`src/rtl/keysched_pkg.sv`:
```
package keysched_pkg;
  localparam int KS_KEY_W   = 128;
  localparam int KS_SUB_W   = 16;
  localparam int KS_NUM_SUB = 52;
  localparam int KS_ROT     = 25;
  localparam int KS_SYNC    = 2;
endpackage

```
`src/rtl/ks_rst_sync.sv`:
```
module ks_rst_sync #(
  parameter int STAGES = 2
) (
  input  logic clk,
  input  logic rst_n,
  output logic rst_n_sync
);
  logic [STAGES-1:0] sync_q;
  logic [STAGES-1:0] sync_d;

  always_comb begin
    sync_d = {sync_q[STAGES-2:0], 1'b1};
  end

  always_ff @(posedge clk or negedge rst_n) begin
    if (!rst_n) sync_q <= '0;
    else        sync_q <= sync_d;
  end

  assign rst_n_sync = sync_q[STAGES-1];
endmodule

```
`src/rtl/ks_key_reg.sv`:
```
module ks_key_reg #(
  parameter int KEY_W = 128,
  parameter int ROT   = 25
) (
  input  logic             clk,
  input  logic             rst_n,
  input  logic             load,
  input  logic             rotate,
  input  logic [KEY_W-1:0] key_in,
  output logic [KEY_W-1:0] key_q
);
  logic [KEY_W-1:0] key_d;
  logic [KEY_W-1:0] key_rot;
  logic             key_en;

  assign key_rot = {key_q[KEY_W-1-ROT:0], key_q[KEY_W-1:KEY_W-ROT]};

  always_comb begin
    key_en = load | rotate;
    if (load) key_d = key_in;
    else      key_d = key_rot;
  end

  always_ff @(posedge clk or negedge rst_n) begin
    if (!rst_n)      key_q <= '0;
    else if (key_en) key_q <= key_d;
  end


  load_capture_chk: assert property (@(posedge clk) disable iff (!rst_n)
    load |=> key_q == $past(key_in));


  rotate_step_chk: assert property (@(posedge clk) disable iff (!rst_n)
    (rotate && !load) |=> key_q == {$past(key_q[KEY_W-1-ROT:0]), $past(key_q[KEY_W-1:KEY_W-ROT])});


  key_hold_chk: assert property (@(posedge clk) disable iff (!rst_n)
    (!load && !rotate) |=> $stable(key_q));
endmodule

```
`src/rtl/ks_slice_mux.sv`:
```
module ks_slice_mux #(
  parameter int KEY_W  = 128,
  parameter int SUB_W  = 16,
  parameter int LANES  = KEY_W / SUB_W,
  parameter int LANE_W = $clog2(LANES)
) (
  input  logic [KEY_W-1:0]  key_q,
  input  logic [LANE_W-1:0] lane,
  output logic [SUB_W-1:0]  slice
);
  logic [SUB_W-1:0] slices [LANES];

  for (genvar l = 0; l < LANES; l++) begin : g_lane
    assign slices[l] = key_q[KEY_W-1-SUB_W*l -: SUB_W];
  end

  always_comb begin
    slice = '0;
    for (int l = 0; l < LANES; l++) begin
      if (lane == LANE_W'(l)) slice = slices[l];
    end
  end
endmodule

```
`src/rtl/ks_ctrl.sv`:
```
module ks_ctrl #(
  parameter int NUM_SUB = 52,
  parameter int LANES   = 8,
  parameter int IDX_W   = $clog2(NUM_SUB),
  parameter int LANE_W  = $clog2(LANES)
) (
  input  logic              clk,
  input  logic              rst_n,
  input  logic              start,
  output logic              busy,
  output logic              done,
  output logic              wr_en,
  output logic [IDX_W-1:0]  idx,
  output logic [LANE_W-1:0] lane,
  output logic              load,
  output logic              rotate
);
  localparam logic [IDX_W-1:0]  LAST_IDX  = IDX_W'(NUM_SUB - 1);
  localparam logic [IDX_W-1:0]  LANES_IDX = IDX_W'(LANES);
  localparam logic [LANE_W-1:0] LAST_LANE = LANE_W'(LANES - 1);

  logic             busy_q, busy_d;
  logic             done_q, done_d;
  logic [IDX_W-1:0] idx_q, idx_d;
  logic             accept;
  logic             last;

  always_comb begin
    lane   = LANE_W'(idx_q % LANES_IDX);
    accept = start && !busy_q;
    last   = busy_q && (idx_q == LAST_IDX);
    busy_d = busy_q;
    idx_d  = idx_q;
    if (accept) begin
      busy_d = 1'b1;
      idx_d  = '0;
    end else if (last) begin
      busy_d = 1'b0;
    end else if (busy_q) begin
      idx_d = idx_q + IDX_W'(1);
    end
    done_d = last;
    load   = accept;
    rotate = busy_q && !last && (lane == LAST_LANE);
  end

  always_ff @(posedge clk or negedge rst_n) begin
    if (!rst_n) begin
      busy_q <= 1'b0;
      done_q <= 1'b0;
      idx_q  <= '0;
    end else begin
      busy_q <= busy_d;
      done_q <= done_d;
      idx_q  <= idx_d;
    end
  end

  assign busy  = busy_q;
  assign done  = done_q;
  assign wr_en = busy_q;
  assign idx   = idx_q;


  idx_step_chk: assert property (@(posedge clk) disable iff (!rst_n)
    (busy_q && idx_q != LAST_IDX) |=> (busy_q && idx_q == $past(idx_q) + IDX_W'(1)));


  idx_range_chk: assert property (@(posedge clk) disable iff (!rst_n)
    busy_q |-> idx_q <= LAST_IDX);


  done_after_last_chk: assert property (@(posedge clk) disable iff (!rst_n)
    done_q |-> (!busy_q && $past(busy_q) && $past(idx_q) == LAST_IDX));


  done_single_chk: assert property (@(posedge clk) disable iff (!rst_n)
    done_q |=> !done_q);


  start_ignored_chk: assert property (@(posedge clk) disable iff (!rst_n)
    (busy_q && start && idx_q != LAST_IDX) |=> idx_q != '0);
endmodule

```
`src/rtl/keysched_expander.sv`:
```
module keysched_expander
  import keysched_pkg::*;
#(
  parameter int KEY_W   = KS_KEY_W,
  parameter int SUB_W   = KS_SUB_W,
  parameter int NUM_SUB = KS_NUM_SUB,
  parameter int ROT     = KS_ROT,
  parameter int SYNC    = KS_SYNC,
  parameter int IDX_W   = $clog2(NUM_SUB)
) (
  input  logic             clk,
  input  logic             rst_n,
  input  logic             start,
  input  logic [KEY_W-1:0] key_in,
  output logic             busy,
  output logic             done,
  output logic             wr_en,
  output logic [IDX_W-1:0] wr_idx,
  output logic [SUB_W-1:0] wr_data
);
  localparam int LANES  = KEY_W / SUB_W;
  localparam int LANE_W = $clog2(LANES);

  logic              rst_n_sync;
  logic              load;
  logic              rotate;
  logic [LANE_W-1:0] lane;
  logic [KEY_W-1:0]  key_q;

  ks_rst_sync #(.STAGES(SYNC)) u_rst (
    .clk        (clk),
    .rst_n      (rst_n),
    .rst_n_sync (rst_n_sync)
  );

  ks_ctrl #(
    .NUM_SUB (NUM_SUB),
    .LANES   (LANES),
    .IDX_W   (IDX_W),
    .LANE_W  (LANE_W)
  ) u_ctrl (
    .clk    (clk),
    .rst_n  (rst_n_sync),
    .start  (start),
    .busy   (busy),
    .done   (done),
    .wr_en  (wr_en),
    .idx    (wr_idx),
    .lane   (lane),
    .load   (load),
    .rotate (rotate)
  );

  ks_key_reg #(
    .KEY_W (KEY_W),
    .ROT   (ROT)
  ) u_key (
    .clk    (clk),
    .rst_n  (rst_n_sync),
    .load   (load),
    .rotate (rotate),
    .key_in (key_in),
    .key_q  (key_q)
  );

  ks_slice_mux #(
    .KEY_W  (KEY_W),
    .SUB_W  (SUB_W),
    .LANES  (LANES),
    .LANE_W (LANE_W)
  ) u_mux (
    .key_q (key_q),
    .lane  (lane),
    .slice (wr_data)
  );


  restart_chk: assert property (@(posedge clk) disable iff (!rst_n_sync)
    (done && start) |=> (busy && wr_idx == '0));


  idle_quiet_chk: assert property (@(posedge clk) disable iff (!rst_n_sync)
    !busy |-> !wr_en);
endmodule

```
`config.mk`:
```
export PLATFORM = sky130hd
export DESIGN_NAME = keysched_expander
export DESIGN_NICKNAME = d
export VERILOG_FILES = /design/src/rtl/keysched_pkg.sv /design/src/rtl/ks_rst_sync.sv /design/src/rtl/ks_key_reg.sv /design/src/rtl/ks_slice_mux.sv /design/src/rtl/ks_ctrl.sv /design/src/rtl/keysched_expander.sv
export SDC_FILE = /design/constraint.sdc
export NUM_CORES = 1
export LEC_CHECK = 0
export ABC_AREA = 1
export BUFFER_PORTS_ARGS = -buffer_cell sky130_fd_sc_hd__buf_4
export CORE_MARGIN = 10
export CORE_UTILIZATION = 51
export DETAILED_ROUTE_END_ITERATION = 10
export PLACE_DENSITY = 0.77
export SYNTH_ARGS = -nofsm -noshare
export SYNTH_HDL_FRONTEND = slang
export SYNTH_SLANG_ARGS = --single-unit
```
`constraint.sdc`:
```
create_clock -name clk -period 4.09 [get_ports clk]
set_input_delay 0.2045 -clock clk [delete_from_list [all_inputs] [get_ports clk]]
set_output_delay 0.2045 -clock clk [all_outputs]
set_load 0.01 [all_outputs]
```
; Yosys cells after proc, flatten, opt, wreduce, memory -nomap -nowiden
; Index checks and enable logic that the tools add are counted.
[word_totals]
register_bits = 138
input_bits = 131
output_inout_bits = 25
[op_classes]
add_sub_neg = 1
n_eq_ne = 9
muxes = 14
n_bitwise = 1
reduce_logical = 10
[op_table]
columns = op, n
row1 = $mux 128, 1
row2 = $mux 16, 8
row3 = $mux 6, 3
row4 = $eq 3x3->1 const B, 4
row5 = $add 6x1->6 const B, 1
row6 = $eq 3x2->1 const B, 2
row7 = $eq 6x6->1 const B, 1
row8 = $logic_and 1x1->1, 4
row9 = $reduce_bool 2->1, 2
row10 = $eq 3x1->1 const B, 1
row11 = $logic_not 3->1, 1
row12 = $logic_not 1->1, 2
row13 = $mux 1, 2
row14 = $ne 2x1->1 const B, 1
row15 = $reduce_and 2->1, 1
row16 = $or 1x1->1, 1

; Logic depth before layout (Yosys ltp)
; Gate-level depths: netlist of the first run.
[depth]
word_depth = 9
ltp_mapped = 13

; By module
; Synthesis of the first run repeated with hierarchy kept, for this count alone.
[hier_totals]
hier_cells = 985
hier_area_um2 = 7484.7
[by_module_without_submodules]
columns = module, n_inst, cells_each, area_each_um2
row1 = ks_key_reg, 1, 698, 5763.0
row2 = ks_slice_mux, 1, 222, 1169.9
row3 = ks_ctrl, 1, 62, 498.0
row4 = ks_rst_sync, 1, 3, 53.8

; Least setup slack after synthesis of the first run
; OpenSTA, ideal clock, no wires.
[synth_timing]
path_type = flip-flop to output port
start = register u_ctrl.idx_q[2], in the netlist u_ctrl.idx[2]
end = output port wr_data[10]
t_arrival_ps = 1737
required_time_ps = 3885
path_slack_ps = 2148
stages_incl_launch_ff = 14
path_buffers = 3
path_cell_list = dfrtp_1 -> buf_6 -> inv_2 -> buf_2 -> ha_1 -> inv_1 -> clkbuf_1 -> o21ai_0 -> inv_1 -> nand2_1 -> nand2_1 -> nand2_1 -> nand2_1 -> nand2_1
[synth_via]
elab_chain_len = 9
word_cells_on_any_way = 16
[synth_lines]
columns = item, line_no
row1 = start: declaration, ks_ctrl.sv:24  ; logic [IDX_W-1:0] idx_q, idx_d;
row2 = start signal: assignment, ks_ctrl.sv:55  ; idx_q <= idx_d;
row3 = $logic_not 3->1, ks_slice_mux.sv:20  ; if (lane == LANE_W'(l)) slice = slices[l];
row4 = $mux 16 (7 in series), ks_slice_mux.sv:20
row5 = $mux 16 (*), ks_slice_mux.sv:20
row6 = end: declaration, keysched_expander.sv:19  ; output logic [SUB_W-1:0] wr_data
; Mark *: on every way between the ends. The rest lies on a longest branch, timed or not.

; Worst setup path in the final report of the first run
[layout_timing]
start = register u_ctrl.idx_q[2], in the netlist u_ctrl.idx[2]
end = output port wr_data[14]
; Same word-level chain as after synthesis.

==> results of run 1 <==
## per-stage QoR
step                total power, mW  setup slack, ns
CTS                            7.67            0.969
global placement               6.03             1.41
floorplan                      4.84             1.80
finish                         7.73            0.921
detailed placement             6.11             1.43
global route                   8.32            0.666
## layout make-up
| class | instances | area share, % |
|---|---|---|
| timing repair buffer | 163 | 13.0 |
| sequential | 138 | 35.4 |
| clock buffer | 19 | 4.54 |
| tap | 216 | 2.77 |
| clock inverter | 13 | 1.47 |
| multi-input combinational | 770 | 37.5 |
| inverter | 140 | 5.39 |
## Yosys cell counts, types with 2 or more instances
| master | instances |
|---|---|
| sky130_fd_sc_hd__nand2_1 | 354 |
| sky130_fd_sc_hd__o21ai_0 | 207 |
| sky130_fd_sc_hd__inv_1 | 139 |
| sky130_fd_sc_hd__dfrtp_1 | 138 |
| sky130_fd_sc_hd__nand3_1 | 54 |
| sky130_fd_sc_hd__o21ai_1 | 52 |
| sky130_fd_sc_hd__mux2i_1 | 34 |
| sky130_fd_sc_hd__a21oi_1 | 33 |
| sky130_fd_sc_hd__buf_2 | 23 |
| sky130_fd_sc_hd__clkbuf_1 | 22 |
| sky130_fd_sc_hd__nor2_1 | 19 |
| sky130_fd_sc_hd__buf_6 | 18 |
| sky130_fd_sc_hd__buf_4 | 12 |
| sky130_fd_sc_hd__ha_1 | 6 |
| sky130_fd_sc_hd__nand2_2 | 2 |
| sky130_fd_sc_hd__nand2_4 | 2 |
## worst max path at each step
stage,startpoint,end,slack [ns]
detailed placement,u_ctrl.idx[2],wr_data[14],1.43
global route,u_ctrl.idx[2],wr_data[14],0.67
finish,u_ctrl.idx[2],wr_data[14],0.92
global placement,u_ctrl.idx[2],wr_data[14],1.41
CTS,u_ctrl.idx[2],wr_data[14],0.97
floorplan,u_rst.sync_q[1],u_ctrl.busy,1.80
## sequential cells by signal, indices dropped and copies added, names as in the netlist
| signal | cells |
|---|---|
| u_ctrl.busy | 1 |
| u_rst.sync_q | 2 |
| u_ctrl.idx | 6 |
| u_ctrl.done | 1 |
| u_key.key_q | 128 |
## per-layer routing
| layer | global-route usage (%) | part of all wire [%] |
|---|---|---|
| met1 | 34.3 | 43 |
| met2 | 39.6 | 46 |
| met3 | 6.27 | 8.3 |
| met4 | 10.0 | 3.1 |
| met5 | 0 | 0 |
## critical path, cell delays in order (launching register included)
cell	delay, ns
sky130_fd_sc_hd__dfrtp_1	0.58
sky130_fd_sc_hd__inv_2	0.25
sky130_fd_sc_hd__ha_1	0.26
sky130_fd_sc_hd__inv_1	0.60
sky130_fd_sc_hd__o21ai_0	0.19
sky130_fd_sc_hd__inv_1	0.09
sky130_fd_sc_hd__nand2_1	0.05
sky130_fd_sc_hd__nand2_1	0.13
sky130_fd_sc_hd__nand2_1	0.09
sky130_fd_sc_hd__nand2_1	0.07
sky130_fd_sc_hd__nand2_1	0.05
sky130_fd_sc_hd__nand2_1	0.06
sky130_fd_sc_hd__buf_4	0.12
## logic make-up (layout without fill, tap and decap cells)
family                   count (synthesis)  count (layout)  synth area share (%)
AND/OR/NAND/NOR                        434             434                  21.3
adder cells (fa/ha/maj)                  6               6                 0.925
other                                    1               1                0.0462
flip-flops                             138             138                  42.6
XOR/XNOR                                 1               1                 0.108
buffers and inverters                  216             335                  12.6
multiplexers                            34              34                  4.19
AO/OA/AOI/OAI                          294             294                  18.3
## where the power goes
part / internal (mW) / switching [mW]
Sequential: 1.87 / 0.421
Clock: 0.918 / 0.626
Combinational: 1.33 / 2.56
Total: 4.12 / 3.61
## timing repair
| action | 4_1_cts | 5_1_grt |
|---|---|---|
| buffers inserted | 0 | 0 |
| gates resized for setup | 0 | 0 |
| endpoints found under the hold margin | 2 | 0 |
| hold buffers | 1 | 0 |
==> metrics.md, run 1 <==
| Metric | Value |
|---|---|
| Number of I/O port buffers | 155 |
| Sequential fraction of the synthesis area | 42.6% |
| Post-Synthesis Cell Area | 8110 sq um |
| Area growth from synthesis to final layout | 20.3% |
| Peak supply drop | 443 uV |
| Clk root buf | sky130_fd_sc_hd__clkbuf_16 |
| Outcome | completed |
| Synth async-reset ratio | 100% |
| Synthesized instance count | 1124 |
| Total area of multi-input combinational cells | 3650 sq um |
| Power density cells | 792 nW/um^2 |
| Final-layout worst hold slack | 0.0538 ns |
| Core ar. | 15700 sq um |
| Clock Skew | 0.00832 ns |
| Leakage | 5.31 nW |
| First-pass GRT wire length | 43200 um |
| Max-slew headroom | 32.4% |
| R2R cell count | 5 |
| Hold_sp | key_in[125] |
| Overflow left after global routing | 0 |
| FMAX | 0.316 GHz |
| Fraction of layout cells with a size suffix above 1 | 16.3% |
| Mapped Avg Cell Area | 7.22 sq um |
| CP max FO | 32 |
| Remaining antenna violation count | 0 |
| Fill cell instance count of the final layout | 1492 |
| Largest net degree at the start of global routing | 142 |
| Sinks on the clock net | 138 |
| Number of enable-type register cells in the synthesized netlist | 0 |
| Arrival time of the worst setup path | 2.96 ns |
| End-of-flow core utilization | 62.1% |
| Net Count, Synth | 1261 |
| Overall routed net length | 28100 um |
| RD Place Congestion | 0.985 |
| Placed Area | 9160 sq um |
| Period utilisation layout | 77.5% |
| Count of vias placed by the detailed router | 7951 |
| Setup TNS Final | 0 ns |
| Top post-synthesis cells by area | sky130_fd_sc_hd__dfrtp_1 (43%), sky130_fd_sc_hd__nand2_1 (16%), sky130_fd_sc_hd__o21ai_0 (13%) |
| Count of boundary I/O pins | 156 |
| Hold Violations, Final | 0 |
| Initial antenna violation count | 0 |
| Clock-pin slew on the worst setup and hold paths | 0.06 ns |
| Initial Utilization | 51.6% |
| Worst hold endpoint | u_key.key_q[125] |
| Worst-margin pin slew | 1.01 ns |
| Drt first pass iters | 5 |
| Unrepaired setup endpoints after global routing | false |
| Post-synthesis cell type with the largest combined area | sky130_fd_sc_hd__dfrtp_1 |
| Final max-slew violation count | 0 |
| Main synth FF type | sky130_fd_sc_hd__dfrtp_1 |
| Kind of critical path | flop to primary output |
| Fraction of post-synthesis cell area in the top cell type by area | 42.6% |
| Number of global-route vias before repair | 7605 |
| R2r setup slk | 1.61 ns |
| Post-layout net count | 1367 |
| Minimum clock period | 3.17 ns |
| Average via count per standard cell | 5.45 |
| DRC Markers | 0 |
| Required arrival time at the worst endpoint | 3.89 ns |
| Dpl cells | 1426 |
| Min-Delay Path Class | input pin to flop |
| Starting DRT DRC Count | 1073 |
| Worst reg2reg startpoint | u_ctrl.busy |
| Final non-filler cell area | 9760 sq um |
| Most common library cell in the layout ignoring fill and taps | sky130_fd_sc_hd__nand2_1 |
| Count of cells along the worst hold path | 3 |
| Count of endpoints failing setup in the final report | 0 |
| WL per Instance | 19.3 um |
| Clock insertion delay at the later pin of the skew report | 0.43 ns |
| Die area | 21400 sq um |
| Number of library cell types mapped by synthesis | 25 |
| Critical path startpoint category | flop |
| Depth of the CTS H-tree | 4 |
| Fin cells | 1459 |
| Die W | 146 um |
| Clock tree from TritonCTS | built |
| End of the worst register-to-register path | u_key.key_q[25] |
| Maximum count of clock buffers along a single path | 2 |
| Commonest cells after routing, fill and taps aside | sky130_fd_sc_hd__nand2_1 (354), sky130_fd_sc_hd__o21ai_0 (207), sky130_fd_sc_hd__buf_4 (159) |
| Setup crit end kind | primary output |
| Count of yosys warnings during synthesis | 0 |
| Antenna cells | 0 |
| Die height | 146 um |
| Number of synthesized register bits | 138 |
| Post-DP HPWL | 21100 um |
| Max Cap Violations | 0 |
| Total CTS buffers | 17 |
| Global Route Usage Sum | 25.8% |
| Cell row count | 46 |
| Sequential cell area | 3460 sq um |
(Power assumes the default switching activity.)
==> run 2, diff against run 1 <==
ABC_AREA = 0   (was 1)
CORE_UTILIZATION = 56   (was 51)
PLACE_DENSITY = 0.81   (was 0.77)
clock period = 3.1 ns   (was 4.09 ns; I/O delays follow)
==> run 2 against run 1 <==
Compared with the run above:
- combinational power grew 29%
- flip-flop and latch count is the same
- area after synthesis shrank 2.7%
- clock skew shrank 0.0032 ns
- setup slack lost 0.72 ns
- sequential power grew 85%
- total power grew 47%
- routed wire length grew 10%
- hold slack lost 0.050 ns
==> metrics.md, run 2 <==
| Metric | Value |
|---|---|
| Count of endpoints failing setup in the final report | 0 (unchanged) |
| Initial antenna violation count | 0 (unchanged) |
| Count of vias placed by the detailed router | 8146 (was 7951) |
| Synth async-reset ratio | 100% (unchanged) |
| Net Count, Synth | 1139 (was 1261) |
| Arrival time of the worst setup path | 2.74 ns (was 2.96 ns) |
| Required arrival time at the worst endpoint | 2.94 ns (was 3.89 ns) |
| FMAX | 0.345 GHz |
| Minimum clock period | 2.90 ns |
| Core ar. | 13800 sq um (was 15700 sq um) |
| Count of yosys warnings during synthesis | 0 (unchanged) |
| Post-synthesis cell type with the largest combined area | sky130_fd_sc_hd__dfrtp_1 (unchanged) |
| Global Route Usage Sum | 31.0% (was 25.8%) |
| Peak supply drop | 601 uV (was 443 uV) |
| Remaining antenna violation count | 0 (unchanged) |
| WL per Instance | 23.4 um (was 19.3 um) |
| Hold Violations, Final | 0 (unchanged) |
| Final-layout worst hold slack | 0.00415 ns (was 0.0538 ns) |
| Synthesized instance count | 1002 (was 1124) |
| Switching part of the total | 45.5% (was 46.7%) |
| Average via count per standard cell | 6.15 (was 5.45) |
| Fraction of layout cells with a size suffix above 1 | 19.9% (was 16.3%) |
| First-pass GRT wire length | 46600 um (was 43200 um) |
| Max reg flops | 128 (unchanged) |
| Sinks on the clock net | 138 (unchanged) |
| Mapped Avg Cell Area | 7.88 sq um (was 7.22 sq um) |
| Overflow left after global routing | 0 (unchanged) |
| Sequential group share of total power | 37.4% (was 29.7%) |
| Post-layout net count | 1268 (was 1367) |
| DRC Markers | 0 (unchanged) |
| Period utilisation layout | 93.5% |
| RD Place Congestion | 0.996 (was 0.985) |
| Antenna cells | 0 (unchanged) |
| Fraction of post-synthesis cell area in the top cell type by area | 43.7% (was 42.6%) |
| Number of synthesized register bits | 138 (unchanged) |
| Main synth FF type | sky130_fd_sc_hd__dfrtp_1 (unchanged) |
| Largest net degree at the start of global routing | 88 (was 142) |
| Starting DRT DRC Count | 1193 (was 1073) |
| Setup slack after layout | 0.202 ns (was 0.921 ns) |
| Die height | 139 um (was 146 um) |
| Setup crit end kind | primary output (unchanged) |
| Clock tree from TritonCTS | built (unchanged) |
| Worst-margin pin slew | 0.750 ns (was 1.01 ns) |
| Number of library cell types mapped by synthesis | 37 (was 25) |
| Unrepaired setup endpoints after global routing | false (unchanged) |
| Clock-pin slew on the worst setup and hold paths | 0.06 ns (about the same) |
| Depth of the CTS H-tree | 4 (unchanged) |
| Clk root buf | sky130_fd_sc_hd__clkbuf_16 (unchanged) |
| Clock Skew | 0.00515 ns (was 0.00832 ns) |
| Overall routed net length | 31000 um (was 28100 um) |
| Outcome | completed (unchanged) |
| Total CTS buffers | 17 (unchanged) |
| Worst slack, placed | 0.505 ns (was 1.43 ns) |
| Leakage | 4.54 nW (was 5.31 nW) |
| Setup TNS Final | 0 ns (unchanged) |
| Die W | 139 um (was 146 um) |
| Commonest cells after routing, fill and taps aside | sky130_fd_sc_hd__nand2_1 (307), sky130_fd_sc_hd__buf_4 (169), sky130_fd_sc_hd__dfrtp_1 (137) (was sky130_fd_sc_hd__nand2_1 (354), sky130_fd_sc_hd__o21ai_0 (207), sky130_fd_sc_hd__buf_4 (159)) |
| Drt first pass iters | 6 (was 5) |
| Kind of critical path | flop to primary output (unchanged) |
| Most used standard cells in the synthesized netlist | sky130_fd_sc_hd__nand2_1 (307), sky130_fd_sc_hd__dfrtp_1 (138), sky130_fd_sc_hd__nor2_1 (130) (was sky130_fd_sc_hd__nand2_1 (354), sky130_fd_sc_hd__o21ai_0 (207), sky130_fd_sc_hd__inv_1 (139)) |
| Count of boundary I/O pins | 156 (unchanged) |
| Max-slew headroom | 50.0% (was 32.4%) |
| Critical path startpoint category | flop (unchanged) |
| Max Cap Violations | 0 (unchanged) |
| Register containing the most flip-flops in the final layout | u_key.key_q (unchanged) |
| Post-Synthesis Cell Area | 7900 sq um (was 8110 sq um) |
| Clock insertion delay at the later pin of the skew report | 0.42 ns (was 0.43 ns) |
| Number of global-route vias before repair | 7842 (was 7605) |
| Number of enable-type register cells in the synthesized netlist | 0 (unchanged) |
| Power density cells | 1160 nW/um^2 (was 792 nW/um^2) |
| Leading cell type by number of instances after synthesis | sky130_fd_sc_hd__nand2_1 (unchanged) |
| Post-DP HPWL | 22900 um (was 21100 um) |
| Number of I/O port buffers | 155 (unchanged) |
| Min-Delay Path Class | input pin to flop (unchanged) |
| Internal power | 6.20 mW (was 4.12 mW) |
| Initial Utilization | 57.1% (was 51.6%) |
| Die area | 19300 sq um (was 21400 sq um) |
| Sequential fraction of the synthesis area | 43.7% (was 42.6%) |
| Net Sw Power | 5.17 mW (was 3.61 mW) |
| Most common library cell in the layout ignoring fill and taps | sky130_fd_sc_hd__nand2_1 (unchanged) |
| Cell row count | 43 (was 46) |
| Final max-slew violation count | 0 (unchanged) |
| Maximum count of clock buffers along a single path | 2 (unchanged) |
| Part of the total power dissipated in the clock network | 18.4% (was 20.0%) |
| Combinational group share of total power | 44.2% (was 50.3%) |
| Area growth from synthesis to final layout | 24.0% (was 20.3%) |
| Top post-synthesis cells by area | sky130_fd_sc_hd__dfrtp_1 (44%), sky130_fd_sc_hd__nand2_1 (15%), sky130_fd_sc_hd__a31oi_1 (10%) (was sky130_fd_sc_hd__dfrtp_1 (43%), sky130_fd_sc_hd__nand2_1 (16%), sky130_fd_sc_hd__o21ai_0 (13%)) |
| CP max FO | 12 (was 32) |
| Power, Total | 11.4 mW (was 7.73 mW) |
| Dpl cells | 1269 (was 1426) |
| Fin cells | 1324 (was 1459) |
## run 2: cell count changes after synthesis, moves of 19 or more
cell                       delta
sky130_fd_sc_hd__nand3_1     -49
sky130_fd_sc_hd__nor2_1     +111
sky130_fd_sc_hd__nand2_1     -47
sky130_fd_sc_hd__o21ai_0    -188
sky130_fd_sc_hd__mux2i_1     -33
sky130_fd_sc_hd__inv_1      -104
sky130_fd_sc_hd__a31oi_1    +128
sky130_fd_sc_hd__o21ai_1     -52
sky130_fd_sc_hd__clkbuf_1    +19
## run 2: layout make-up
class / instances / area, sq um
Inverter: 36 / 135
Sequential cell: 138 / 3460
Timing Repair Buffer: 199 / 1640
Fill cell: 1117 / 4040
Clock buffer: 22 / 494
Tap cell: 180 / 225
Multi-Input combinational cell: 739 / 3720
Clock inverter: 10 / 115
## run 2: final timing paths
check	startpoint	end	slack [ns]	cells after the start
max	u_ctrl.idx[0]	wr_data[14]	0.20	7
min	key_in[77]	u_key.key_q[77]	0.004	3
max reg2reg	u_ctrl.idx[0]	u_key.key_q[7]	0.69	7
min reg2reg	u_rst.sync_q[1]	u_key.key_q[12]	0.28	0
max in group asynchronous	u_rst.sync_q[1]	u_key.key_q[94]	1.98	1
min in group asynchronous	rst_n	u_rst.sync_q[1]	0.05	2
## run 2: stage by stage
stage          utilization [%]  area [sq um]
3_5_place_dp              64.6          8930
4_1_cts                   70.5          9750
6_report                  70.8          9790
3_3_place_gp              64.6          8930
2_1_floorplan                -          7900
5_1_grt                   70.8          9790
## run 2: what timing repair did
action | in CTS | in global routing
setup buffers | 0 | 1
endpoints found under the hold margin | 22 | 1
setup endpoints to repair | 0 | 14
hold buffers | 21 | 1
gates resized for setup | 0 | 4
## run 2: power groups by stage
stage / Sequential [mW] / Clock, mW / Combinational (mW)
finish: 4.26 / 2.09 / 5.03
global route: 4.27 / 2.16 / 5.47
detailed placement: 4.16 / 0 / 4.87
CTS: 4.16 / 2.09 / 4.93
floorplan: 3.36 / 0 / 3.54
global placement: 4.17 / 0 / 4.77
## run 2: per-layer routing
metal	track usage [%]	routed length [um]	up-vias
met3	8.60	3490	77
met1	40.5	12100	3837
met4	13.3	1210	0
li1	-	-	3663
met2	47.2	14200	569
met5	0	0	-
## run 2: cells by family (layout without fill, tap and decap cells)
logic type,Yosys count,in the layout,synth area share (%)
flip-flops,138,138,43.7
AO/OA/AOI/OAI,249,249,20.7
multiplexers,1,1,0.127
buffers and inverters,125,267,9.44
adder cells (fa/ha/maj),6,6,0.951
other,1,1,0.0475
XOR/XNOR,2,2,0.222
AND/OR/NAND/NOR,480,480,24.8
## run 2: critical path, cell delays in order (launching register included)
cell and delay [ns]:
sky130_fd_sc_hd__dfrtp_1 0.46, sky130_fd_sc_hd__ha_1 0.33, sky130_fd_sc_hd__ha_2 0.36, sky130_fd_sc_hd__buf_4 0.23
sky130_fd_sc_hd__a2111oi_1 0.09, sky130_fd_sc_hd__o32ai_1 0.55, sky130_fd_sc_hd__o21ai_0 0.15, sky130_fd_sc_hd__buf_4 0.17
==> run 3, diff against run 2 <==
clock period = 3.2 ns   (was 3.1 ns; I/O delays follow)
==> run 3 against run 2 <==
Compared with the run above:
- the flow now finishes with violations (hold timing)
- flip-flop and latch count stayed put
- non-clock buffer count is 2 lower
- combinational power is 4% lower
- clock-buffer cell count is 2 lower
- via count is 1.0% lower
- clock power hardly changed
- utilization is 0.19 points higher
- setup slack worse by 0.035 ns
- critical path type unchanged
==> metrics.md, run 3 (synthesis gave the netlist of run 2 again) <==
| Metric | Value |
|---|---|
| Minimum clock period | 3.03 ns |
| Clock Skew | 0.00632 ns (was 0.00515 ns) |
| Initial antenna violation count | 0 (unchanged) |
| DRC Markers | 0 (unchanged) |
| Drt first pass iters | 6 (unchanged) |
| Number of global-route vias before repair | 7812 (was 7842) |
| Internal power | 6.06 mW (was 6.20 mW) |
| CP max FO | 14 (was 12) |
| Setup crit end kind | primary output (unchanged) |
| Max reg flops | 128 (unchanged) |
| Initial Utilization | 57.1% (unchanged) |
| Final max-slew violation count | 0 (unchanged) |
| Critical path startpoint category | flop (unchanged) |
| RD Place Congestion | 1.02 (was 0.996) |
| Die area | 19300 sq um (unchanged) |
| Count of cells along the worst hold path | 3 (unchanged) |
| Cell at the slowest stage of the critical path | sky130_fd_sc_hd__dfrtp_1 (was sky130_fd_sc_hd__o32ai_1) |
| Number of buffer and inverter stages on the critical path | 3 (was 2) |
| Starting DRT DRC Count | 1167 (was 1193) |
| Arrival time of the worst setup path | 2.87 ns (was 2.74 ns) |
| WL per Instance | 22.7 um (was 23.4 um) |
| CP most frequent cell | sky130_fd_sc_hd__buf_4 (unchanged) |
| Placed Area | 8980 sq um (was 8930 sq um) |
| End-of-flow core utilization | 71.0% (was 70.8%) |
| Outcome | finished, violations left (was completed) |
| Worst hold endpoint | u_key.key_q[122] (was u_key.key_q[77]) |
| Core ar. | 13800 sq um (unchanged) |
| Category of cells accounting for the largest share of critical-path delay | compound AO/OA/AOI/OAI gates (unchanged) |
| Hold Violations, Final | 6 (was 0) |
| Final-layout worst hold slack | -0.00349 ns (was 0.00415 ns) |
| Die height | 139 um (unchanged) |
| Clock tree from TritonCTS | built (unchanged) |
| Maximum count of clock buffers along a single path | 2 (unchanged) |
| Count of endpoints failing setup in the final report | 0 (unchanged) |
| First-pass GRT wire length | 45900 um (was 46600 um) |
| R2r setup slk | 0.82 ns (was 0.69 ns) |
| Remaining antenna violation count | 0 (unchanged) |
| Ordered list of cells on the worst path | ha_1 -> ha_2 -> buf_4 -> nor3b_4 -> buf_12 -> a221o_1 -> o22ai_1 -> a21oi_1 -> buf_4 (was ha_1 -> ha_2 -> buf_4 -> a2111oi_1 -> o32ai_1 -> o21ai_0 -> buf_4) |
| End of the worst register-to-register path | u_key.key_q[56] (was u_key.key_q[7]) |
| Peak supply drop | 591 uV (was 601 uV) |
| Min-Delay Path Class | input pin to flop (unchanged) |
| Failing checks | hold timing |
| Combinational group share of total power | 44.0% (was 44.2%) |
| Global Route Usage Sum | 30.3% (was 31.0%) |
| Hold_sp | key_in[122] (was key_in[77]) |
| Total area of multi-input combinational cells | 3720 sq um (about the same) |
| Unrepaired setup endpoints after global routing | false (unchanged) |
| Clock insertion delay at the later pin of the skew report | 0.44 ns (was 0.42 ns) |
| Sequential cell area | 3460 sq um (unchanged) |
| Post-DP HPWL | 21900 um (was 22900 um) |
| Count of vias placed by the detailed router | 8063 (was 8146) |
| Post-layout net count | 1266 (was 1268) |
| Leakage | 4.55 nW (was 4.54 nW) |
| Sequential group share of total power | 36.9% (was 37.4%) |
| Setup TNS Final | 0 ns (unchanged) |
| Die W | 139 um (unchanged) |
| Worst-margin pin slew | 0.913 ns (was 0.750 ns) |
| Overall routed net length | 30000 um (was 31000 um) |
| Antenna cells | 0 (unchanged) |
| Part of the total power dissipated in the clock network | 19.1% (was 18.4%) |
| Average via count per standard cell | 6.10 (was 6.15) |
| Clk root buf | sky130_fd_sc_hd__clkbuf_16 (unchanged) |
| Switching part of the total | 45.0% (was 45.5%) |
| Total CTS buffers | 17 (unchanged) |
| Register containing the most flip-flops in the final layout | u_key.key_q (unchanged) |
| Kind of critical path | flop to primary output (unchanged) |
| Overflow left after global routing | 0 (unchanged) |
| Fill cell instance count of the final layout | 1099 (was 1117) |
| Most common library cell in the layout ignoring fill and taps | sky130_fd_sc_hd__nand2_1 (unchanged) |
| Clock-pin slew on the worst setup and hold paths | 0.06 ns (about the same) |
| Period utilisation layout | 94.8% |
| Area growth from synthesis to final layout | 24.3% (was 24.0%) |
| Required arrival time at the worst endpoint | 3.04 ns (was 2.94 ns) |
| Max-slew headroom | 39.1% (was 50.0%) |
| Power density cells | 1120 nW/um^2 (was 1160 nW/um^2) |
| R2R cell count | 7 (unchanged) |
| Cell row count | 43 (unchanged) |
| Final non-filler cell area | 9820 sq um (was 9790 sq um) |
| Commonest cells after routing, fill and taps aside | sky130_fd_sc_hd__nand2_1 (307), sky130_fd_sc_hd__buf_4 (169), sky130_fd_sc_hd__dfrtp_1 (137) (unchanged) |
| Sinks on the clock net | 138 (unchanged) |
| Depth of the CTS H-tree | 4 (unchanged) |
| Fraction of layout cells with a size suffix above 1 | 20.1% (was 19.9%) |
| Count of boundary I/O pins | 156 (unchanged) |
| Number of I/O port buffers | 155 (unchanged) |
| CP startpoint | u_ctrl.idx[0] (unchanged) |
| Max Cap Violations | 0 (unchanged) |
| Net Sw Power | 4.96 mW (was 5.17 mW) |
| Power, Total | 11.0 mW (was 11.4 mW) |
| Worst reg2reg startpoint | u_ctrl.idx[0] (unchanged) |
| Critical path's largest stage delay | 0.46 ns (was 0.55 ns) |
| Largest net degree at the start of global routing | 129 (was 88) |
| FMAX | 0.330 GHz |
[run 3: changes by cell type in the layout (fill, tap and decap cells not counted), sizes merged]
cell and change:
dlygate4sd3 -4, bufinv +1, clkinv -2, clkbuf -2
buf +2, inv +3
[run 3: power groups by stage]
stage | Sequential (mW) | Combinational (mW) | Clock [mW]
2_1_floorplan | 3.26 | 3.43 | 0
3_3_place_gp | 4.01 | 4.63 | 0
3_5_place_dp | 3.99 | 4.72 | 0
4_1_cts | 3.99 | 4.80 | 2.10
5_1_grt | 4.09 | 5.30 | 2.17
6_report | 4.07 | 4.85 | 2.11
[run 3: how the worst max path moves through the flow]
stage	slack, ns	depth (start not counted)	endpoint
3_5_place_dp	0.43	8	wr_data[0]
4_1_cts	0.07	7	wr_data[2]
5_1_grt	0.03	7	wr_data[14]
2_1_floorplan	0.82	11	wr_data[10]
6_report	0.17	9	wr_data[7]
3_3_place_gp	0.42	8	wr_data[0]
[run 3: metrics by stage]
| stage | worst slack (ns) | std cells | hold slack [ns] |
|---|---|---|---|
| 6_report | 0.167 | 1322 | -0.00349 |
| 5_1_grt | 0.0326 | 1322 | 0.000153 |
| 4_1_cts | 0.0719 | 1322 | 0.000197 |
| 3_5_place_dp | 0.426 | 1271 | -0.0572 |
| 3_3_place_gp | 0.423 | 1271 | -0.0568 |
| 2_1_floorplan | 0.815 | 1002 | -0.136 |
[run 3: tightest hold or removal path: cells and delay by family]
family                 cells  cell delay [ns]
buffers and inverters      1             0.07
AOI/OAI and AO/OA          1             0.12
and+or+nand+nor            1             0.04
[run 3: cell type report]
cell class,instances,share of cell area [%]
timing repair buffer,197,16.8
sequential,138,35.2
tap,180,2.29
inverter,36,1.38
multi-input combinational,739,37.9
clock inverter,12,1.64
clock buffer,20,4.75
[run 3: what timing repair did]
| item | CTS | global route |
|---|---|---|
| buffers inserted | 1 | 0 |
| gates resized for setup | 0 | 2 |
| endpoints found under the hold margin | 19 | 0 |
| endpoints found under the setup margin | 2 | 14 |
| pin swaps | 1 | 0 |
| hold buffers | 18 | 0 |
[run 3: metal layers]
| metal | wire length [um] | GRT usage [%] |
|---|---|---|
| met1 | 12300 | 40.5 |
| met2 | 13600 | 45.5 |
| met3 | 2870 | 7.12 |
| met4 | 1250 | 13.9 |
| met5 | 0 | 0 |
